### config.mk
export PLATFORM = sky130hd
export DESIGN_NAME = nan_propagate
export DESIGN_NICKNAME = d
export VERILOG_FILES = /design/src/rtl/nanp_pkg.sv /design/src/rtl/nanp_select.sv /design/src/rtl/nanp_ctl.sv /design/src/rtl/nan_propagate.sv
export SDC_FILE = /design/constraint.sdc
export NUM_CORES = 1
export LEC_CHECK = 0
export BUFFER_PORTS_ARGS = -buffer_cell sky130_fd_sc_hd__buf_2
export CAP_MARGIN = 20
export CORE_AREA = 2 2 104 106
export CTS_CLUSTER_DIAMETER = 200
export DETAILED_ROUTE_END_ITERATION = 7
export DIE_AREA = 0 0 106 108
export GPL_TIMING_DRIVEN = 0
export SLEW_MARGIN = 20
export SYNTH_ARGS = -nofsm -noshare
export SYNTH_HDL_FRONTEND = slang
export SYNTH_SLANG_ARGS = --single-unit
export TNS_END_PERCENT = 1
### constraint.sdc
create_clock -name clk -period 1.2 [get_ports clk]
set_input_delay 0 -clock clk [delete_from_list [all_inputs] [get_ports clk]]
set_output_delay 0 -clock clk [all_outputs]
set_load 0.02 [all_outputs]
### src/rtl/nanp_pkg.sv
package nanp_pkg;

    localparam int OPW      = 64;
    localparam int SP_W     = 32;
    localparam int SP_QBIT  = 22;
    localparam int DP_QBIT  = 51;
    localparam int CTL_W    = 32;
    localparam int NUM_EXC  = 5;
    localparam int DN_BIT   = 25;

    typedef enum logic [2:0] {
        K_ZERO = 3'd0,
        K_NORM = 3'd1,
        K_INF  = 3'd2,
        K_QNAN = 3'd3,
        K_SNAN = 3'd4
    } kind_e;

    // exception index: 0 invalid, 1 overflow, 2 underflow, 3 inexact, 4 input-denormal
    function automatic int en_pos(input int idx);
        case (idx)
            0:       return 8;
            1:       return 10;
            2:       return 11;
            3:       return 12;
            default: return 15;
        endcase
    endfunction

    function automatic int cum_pos(input int idx);
        case (idx)
            0:       return 0;
            1:       return 2;
            2:       return 3;
            3:       return 4;
            default: return 7;
        endcase
    endfunction

    function automatic logic [OPW-1:0] default_nan(input logic dbl);
        if (dbl) return 64'h7FF8_0000_0000_0000;
        return {{(OPW-SP_W){1'b0}}, 32'h7FC0_0000};
    endfunction

    function automatic logic [OPW-1:0] quiet_mask(input logic dbl);
        logic [OPW-1:0] m;
        m = '0;
        if (dbl) m[DP_QBIT] = 1'b1;
        else     m[SP_QBIT] = 1'b1;
        return m;
    endfunction

endpackage

### src/rtl/nanp_select.sv
module nanp_select
    import nanp_pkg::*;
#(
    parameter int W = OPW
) (
    input  logic         dbl,
    input  logic         dn_mode,
    input  logic [W-1:0] op_a,
    input  logic [W-1:0] op_b,
    input  logic [2:0]   kind_a,
    input  logic [2:0]   kind_b,
    output logic         hit,
    output logic         invalid,
    output logic [W-1:0] res
);
    localparam int NOPS = 2;

    logic [NOPS-1:0] is_snan;
    logic [NOPS-1:0] is_qnan;
    logic [W-1:0]    narrow [NOPS];
    logic [2:0]      kinds  [NOPS];
    logic [W-1:0]    raw    [NOPS];

    assign kinds[0] = kind_a;
    assign kinds[1] = kind_b;
    assign raw[0]   = op_a;
    assign raw[1]   = op_b;

    for (genvar g = 0; g < NOPS; g++) begin : g_opnd
        assign is_snan[g] = (kind_e'(kinds[g]) == K_SNAN);
        assign is_qnan[g] = (kind_e'(kinds[g]) == K_QNAN);
        assign narrow[g]  = dbl ? raw[g] : {{(W-SP_W){1'b0}}, raw[g][SP_W-1:0]};
    end

    logic [W-1:0] pick_d;
    logic         sig_d;
    logic         hit_d;

    always_comb begin
        hit_d  = 1'b1;
        sig_d  = 1'b0;
        pick_d = '0;
        if (is_snan[0]) begin
            pick_d = narrow[0];
            sig_d  = 1'b1;
        end else if (is_snan[1]) begin
            pick_d = narrow[1];
            sig_d  = 1'b1;
        end else if (is_qnan[0]) begin
            pick_d = narrow[0];
        end else if (is_qnan[1]) begin
            pick_d = narrow[1];
        end else begin
            hit_d  = 1'b0;
        end
        if (sig_d) pick_d = pick_d | quiet_mask(dbl);
        if (hit_d && dn_mode) pick_d = default_nan(dbl);
    end

    assign hit     = hit_d;
    assign invalid = |is_snan;
    assign res     = pick_d;

endmodule

### src/rtl/nanp_ctl.sv
module nanp_ctl
    import nanp_pkg::*;
#(
    parameter int CW = CTL_W,
    parameter int NE = NUM_EXC
) (
    input  logic          clk,
    input  logic          rst_n,
    input  logic [NE-1:0] exc,
    input  logic          we,
    input  logic [CW-1:0] wdata,
    output logic [CW-1:0] ctl_q,
    output logic          trap,
    output logic          dn_mode
);
    typedef struct packed {
        logic [CW-1:0] ctl_val;
    } ctl_state_t;

    ctl_state_t st_d, st_q;

    logic [NE-1:0] to_trap;
    logic [NE-1:0] to_flag;
    logic [CW-1:0] flag_mask;
    logic [CW-1:0] cum_mask;

    for (genvar g = 0; g < NE; g++) begin : g_exc
        assign to_trap[g] = exc[g] &  st_q.ctl_val[en_pos(g)];
        assign to_flag[g] = exc[g] & ~st_q.ctl_val[en_pos(g)];
    end

    always_comb begin
        flag_mask = '0;
        cum_mask  = '0;
        for (int i = 0; i < NE; i++) begin
            cum_mask[cum_pos(i)] = 1'b1;
            if (to_flag[i]) flag_mask[cum_pos(i)] = 1'b1;
        end
        st_d.ctl_val = (we ? wdata : st_q.ctl_val) | flag_mask;
    end

    always_ff @(posedge clk or negedge rst_n) begin
        if (!rst_n) st_q <= '0;
        else        st_q <= st_d;
    end

    assign ctl_q   = st_q.ctl_val;
    assign trap    = |to_trap;
    assign dn_mode = st_q.ctl_val[DN_BIT];

    // without a write, no cumulative bit ever falls
    a_r9_sticky: assert property (@(posedge clk) disable iff (!rst_n)
        !we |=> ((ctl_q & cum_mask) & $past(ctl_q & cum_mask)) == $past(ctl_q & cum_mask));

    // an enabled overflow leaves its cumulative bit untouched
    a_r8_trap_no_flag: assert property (@(posedge clk) disable iff (!rst_n)
        (exc[1] && ctl_q[10] && !we) |=> ctl_q[2] == $past(ctl_q[2]));

    // a written value plus a disabled overflow lands as the value with bit 2 set
    a_r10_write_merge: assert property (@(posedge clk) disable iff (!rst_n)
        (we && exc[1] && !ctl_q[10]) |=> ctl_q == ($past(wdata) | 32'h4));

endmodule

### src/rtl/nan_propagate.sv
module nan_propagate
    import nanp_pkg::*;
(
    input  logic        clk,
    input  logic        rst_n,
    input  logic        fmt_dbl,
    input  logic        op_valid,
    input  logic [63:0] op_a,
    input  logic [63:0] op_b,
    input  logic [2:0]  kind_a,
    input  logic [2:0]  kind_b,
    input  logic [3:0]  exc_raise,
    input  logic        ctl_we,
    input  logic [31:0] ctl_wdata,
    output logic [31:0] ctl_q,
    output logic        nan_hit,
    output logic [63:0] result,
    output logic        trap_req
);
    logic               dn_mode;
    logic               invalid;
    logic [NUM_EXC-1:0] exc_vec;

    nanp_select #(.W(OPW)) u_sel (
        .dbl     (fmt_dbl),
        .dn_mode (dn_mode),
        .op_a    (op_a),
        .op_b    (op_b),
        .kind_a  (kind_a),
        .kind_b  (kind_b),
        .hit     (nan_hit),
        .invalid (invalid),
        .res     (result)
    );

    assign exc_vec = {exc_raise, invalid} & {NUM_EXC{op_valid}};

    nanp_ctl #(.CW(CTL_W), .NE(NUM_EXC)) u_ctl (
        .clk     (clk),
        .rst_n   (rst_n),
        .exc     (exc_vec),
        .we      (ctl_we),
        .wdata   (ctl_wdata),
        .ctl_q   (ctl_q),
        .trap    (trap_req),
        .dn_mode (dn_mode)
    );

    // a signalling operand A always produces a hit
    a_r2_snan_a_hits: assert property (@(posedge clk) disable iff (!rst_n)
        (kind_a == 3'd4) |-> nan_hit);

    // a signalling winner comes out quiet unless default mode replaces it
    a_r4_quieted: assert property (@(posedge clk) disable iff (!rst_n)
        ((kind_a == 3'd4 || kind_b == 3'd4) && !ctl_q[DN_BIT])
        |-> result[fmt_dbl ? DP_QBIT : SP_QBIT]);

    // default mode yields the default NaN of the format
    a_r5_default: assert property (@(posedge clk) disable iff (!rst_n)
        (nan_hit && ctl_q[DN_BIT]) |-> result == (fmt_dbl ? 64'h7FF8_0000_0000_0000 : 64'h7FC0_0000));

    // no NaN operand means no hit and a zero result
    a_r3_no_nan: assert property (@(posedge clk) disable iff (!rst_n)
        (kind_a < 3'd3 && kind_b < 3'd3) |-> (!nan_hit && result == '0));

    // quiet NaNs alone change nothing in the register
    a_r11_qnan_silent: assert property (@(posedge clk) disable iff (!rst_n)
        (op_valid && kind_a != 3'd4 && kind_b != 3'd4 && exc_raise == '0 && !ctl_we)
        |=> ctl_q == $past(ctl_q));

endmodule

==> impl_metrics.csv <==
group,metric,value,unit
sta,final_hold_fails,0,
critical_path,cp.required,1.20,ns
clock_network,clkSlewWorstSetupHoldPaths,0.06,ns
sta,clock_skew,0.00502,ns
critical_path,worstSetupStartpointType,"register",
final_layout,max_reg_flops,32,
logic_synthesis,netlist_instances,320,
drt,via_count,3652,
drt,detail_route_met3_wl,984,um
logic_synthesis,flip_flop_and_latch_count_after_synthesis,32,
critical_path,worstSetupEndpointType,"primary output",
grt,grt_antenna_before_repair,1,
logic_synthesis,synth_area,2500,um^2
sta,slew_viol_final,0,
clock_network,clock-sinks,32,
clock_network,cts-root-to-sink-buffers,2,
logic_synthesis,synthesis.nets,495,
power,powerDensity,826,nW/um^2
sta,setup_slack,-0.309,ns
power,fin_total_pwr,4.10,mW
sta,slew_headroom,0.528,
grt,grt_max_degree,33,
final_layout,proportion_of_layout_cells_with_a_drive_suffix_above_1,0.596,
logic_synthesis,synth_enable_flop_cells,0,
floorplanning,die_w,106,um
logic_synthesis,post-synth-top-area-cell,"sky130_fd_sc_hd__dfrtp_1",
min_path,hold_start,"op_valid",
final_layout,num-nets-final,812,
grt,first_global_vias,3784,
critical_path,cpMostUsedCell,"sky130_fd_sc_hd__buf_6",
clock_network,ctsHtreeMaxLevel,2,
drt,top_signal_layer_used,"met5",
drt,drt_wl_total,12200,um
outcome,violations_in_the_final_reports,"negative setup slack",
sta,finalSetupViolations,65,
logic_synthesis,yosysWarningCount,0,
min_path,timing.hold.worst.class,"in2reg",
critical_path,cp_slowest_stage_delay,0.46,ns
grt,grt_overflow_total,0,
drt,first_pass_iters,4,
logic_synthesis,post_synth_main_area_contributors,"sky130_fd_sc_hd__dfrtp_1, sky130_fd_sc_hd__nand2_1, sky130_fd_sc_hd__mux2_2",
clock_network,clock-root-buffer,"sky130_fd_sc_hd__clkbuf_8",
logic_synthesis,ys_dominant_reg_cell,"sky130_fd_sc_hd__dfrtp_1",
final_layout,register_area,802,um^2
drt,ant_nets,0,
clock_network,clock_tree_from_tritoncts,"yes",
floorplanning,die_area,11400,um^2
critical_path,worst_ep_arrival_time,1.51,ns
drt,dr_wl_met2,6290,um
critical_path,critPathKind,"reg2out",
drt,post_detailed_route_drc_marker_count,0,
critical_path,path_max_fanout,5,
logic_synthesis,yosysUniqueCellTypes,31,
sta,period_minus_slack,1.51,ns
critical_path,worst_setup_path_startpoint,"u_ctl.ctl_q[25]",
power,power.leakage,2.49,nW
outcome,outcome,"finished, violations left",
critical_path,crit-reg2reg-launch,"u_ctl.ctl_q[10]",
sta,max_clock_freq,0.663,GHz
placement,detailed_place_hpwl,9560,um
critical_path,crit_path_cell_trace,"nor3_2 -> o21a_1 -> buf_6 -> o311a_1 -> buf_6",
grt,grt_use_total,0.198,
final_layout,antenna_cells_inserted,0,
floorplanning,pin_count,273,
sta,tightest_slew,0.709,ns
clock_network,number_of_clock_buffers_inserted_by_tritoncts,5,
critical_path,critPathBufInv,2,
sta,final_min_period_over_clock_period,1.26,
clock_network,worstSkewPairLatency,0.28,ns
final_layout,layout_commonest_cell,"sky130_fd_sc_hd__buf_2",
critical_path,cp_slowest_cell,"sky130_fd_sc_hd__dfrtp_2",
drt,wirelength_met1,4550,um
final_layout,flow.area_growth_from_synthesis,98.5,%
sta,hold-worst-slack,0.0264,ns
drt,viasPerCell,4.72,
logic_synthesis,synthArstFlopShare,1.00,
floorplanning,die-height,108,um
power,vdd.ir_drop.worst,0.000799,V
logic_synthesis,synth_top_area_share,0.320,
floorplanning,row_count,37,
final_layout,top_library_cells_by_usage_in_the_layout_fill_and_taps_aside,"sky130_fd_sc_hd__buf_2, sky130_fd_sc_hd__nand2_1, sky130_fd_sc_hd__buf_4",
floorplanning,initial_utilization,0.244,
placement,placer_congestion,0.886,
drt,route.detailed.wl_per_inst,15.8,um
logic_synthesis,syn_avg_cell_area,7.81,um^2
grt,grt_first_pass_wirelength,18300,um
sta,grt_setup_unrepaired,"yes",
logic_synthesis,ys_seq_area_frac,0.320,
placement,numPortBuffers,270,
final_layout,multi_input_combinational_cell_area,1700,um^2
flow_run,max_cap_violations,0,
floorplanning,core_region_area,10200,um^2
final_layout,fillers,983,
critical_path,crit_family,"flip-flops",
drt,drtIter0Drc,225,
## layer usage
layer,global-route usage,vias up
li1,-,1756
met1,0.208,1697
met2,0.380,169
met3,0.0500,28
met4,0.0771,2
met5,0,-
## worst min-delay path: stages
cell	delay, ns
sky130_fd_sc_hd__buf_2	0.14
sky130_fd_sc_hd__nand2_1	0.06
sky130_fd_sc_hd__o21ai_0	0.06
## final timing paths
path                                         to  slack, ns  depth (start not counted)
min in group asynchronous       u_ctl.ctl_q[31]       0.30                          2
worst max register to register  u_ctl.ctl_q[10]       0.37                          1
worst min register to register   u_ctl.ctl_q[3]       0.50                          2
worst min-delay path             u_ctl.ctl_q[4]       0.03                          3
max in group asynchronous       u_ctl.ctl_q[25]       0.39                          2
worst max-delay path                 result[59]      -0.31                          5
## stage by stage
stage,util,setup TNS [ns],cell area [um^2],setup slack [ns],instances
after floorplan,-,-5.45,2650,-0.110,320
after global placement,0.408,-21.59,4180,-0.463,726
after detailed placement,0.408,-24.36,4180,-0.530,726
after CTS,0.481,-17.67,4930,-0.352,774
after global routing,0.485,-21.63,4960,-0.418,774
final,0.485,-16.20,4960,-0.309,774
## power breakdown
part	internal, mW	total (mW)	switching (mW)	leakage [nW]
clock network	0.466	0.855	0.389	0.0445
logic	0.907	1.98	1.07	2.07
registers	1.19	1.27	0.0760	0.371
total	2.56	4.10	1.54	2.49
## synth_stat cells (2+ instances only)
master / n
sky130_fd_sc_hd__nand2_1: 87
sky130_fd_sc_hd__a21oi_1: 53
sky130_fd_sc_hd__dfrtp_1: 32
sky130_fd_sc_hd__mux2_2: 26
sky130_fd_sc_hd__nand3_1: 23
sky130_fd_sc_hd__clkbuf_1: 14
sky130_fd_sc_hd__mux2i_1: 13
sky130_fd_sc_hd__o21ai_0: 13
sky130_fd_sc_hd__o311a_1: 10
sky130_fd_sc_hd__buf_2: 7
sky130_fd_sc_hd__buf_4: 5
sky130_fd_sc_hd__o21ai_1: 5
sky130_fd_sc_hd__a31oi_1: 4
sky130_fd_sc_hd__buf_6: 4
sky130_fd_sc_hd__inv_1: 4
sky130_fd_sc_hd__nand3b_1: 3
sky130_fd_sc_hd__o21a_1: 2
sky130_fd_sc_hd__or3b_1: 2
## cell type report
type | count | area share
inverters | 4 | 0.00353
clock buffers | 7 | 0.0174
well taps | 136 | 0.0343
flip-flops and latches | 32 | 0.162
clock inverters | 1 | 0.00151
repair buffers | 310 | 0.386
multi-input cells | 253 | 0.343
plain buffers | 31 | 0.0525
## cells by family (layout without fill, tap and decap cells)
logic type             Yosys count  in the layout  synth area share
AO/OA/AOI/OAI                   92             92             0.215
buffers and inverters           35            353            0.0801
flip-flops                      32             32             0.320
multiplexers                    39             39             0.169
AND/OR/NAND/NOR                122            122             0.215
## repair_timing
| item | CTS | global route |
|---|---|---|
| cloned | 1 | 0 |
| resized for setup | 92 | 11 |
| hold buffers | 37 | 0 |
| endpoints found under the setup margin | 65 | 66 |
| buffers inserted | 2 | 0 |
| pin swaps | 26 | 2 |
| hold endpoints to repair | 64 | 0 |
Note: power is estimated with default switching activity, not from simulation.
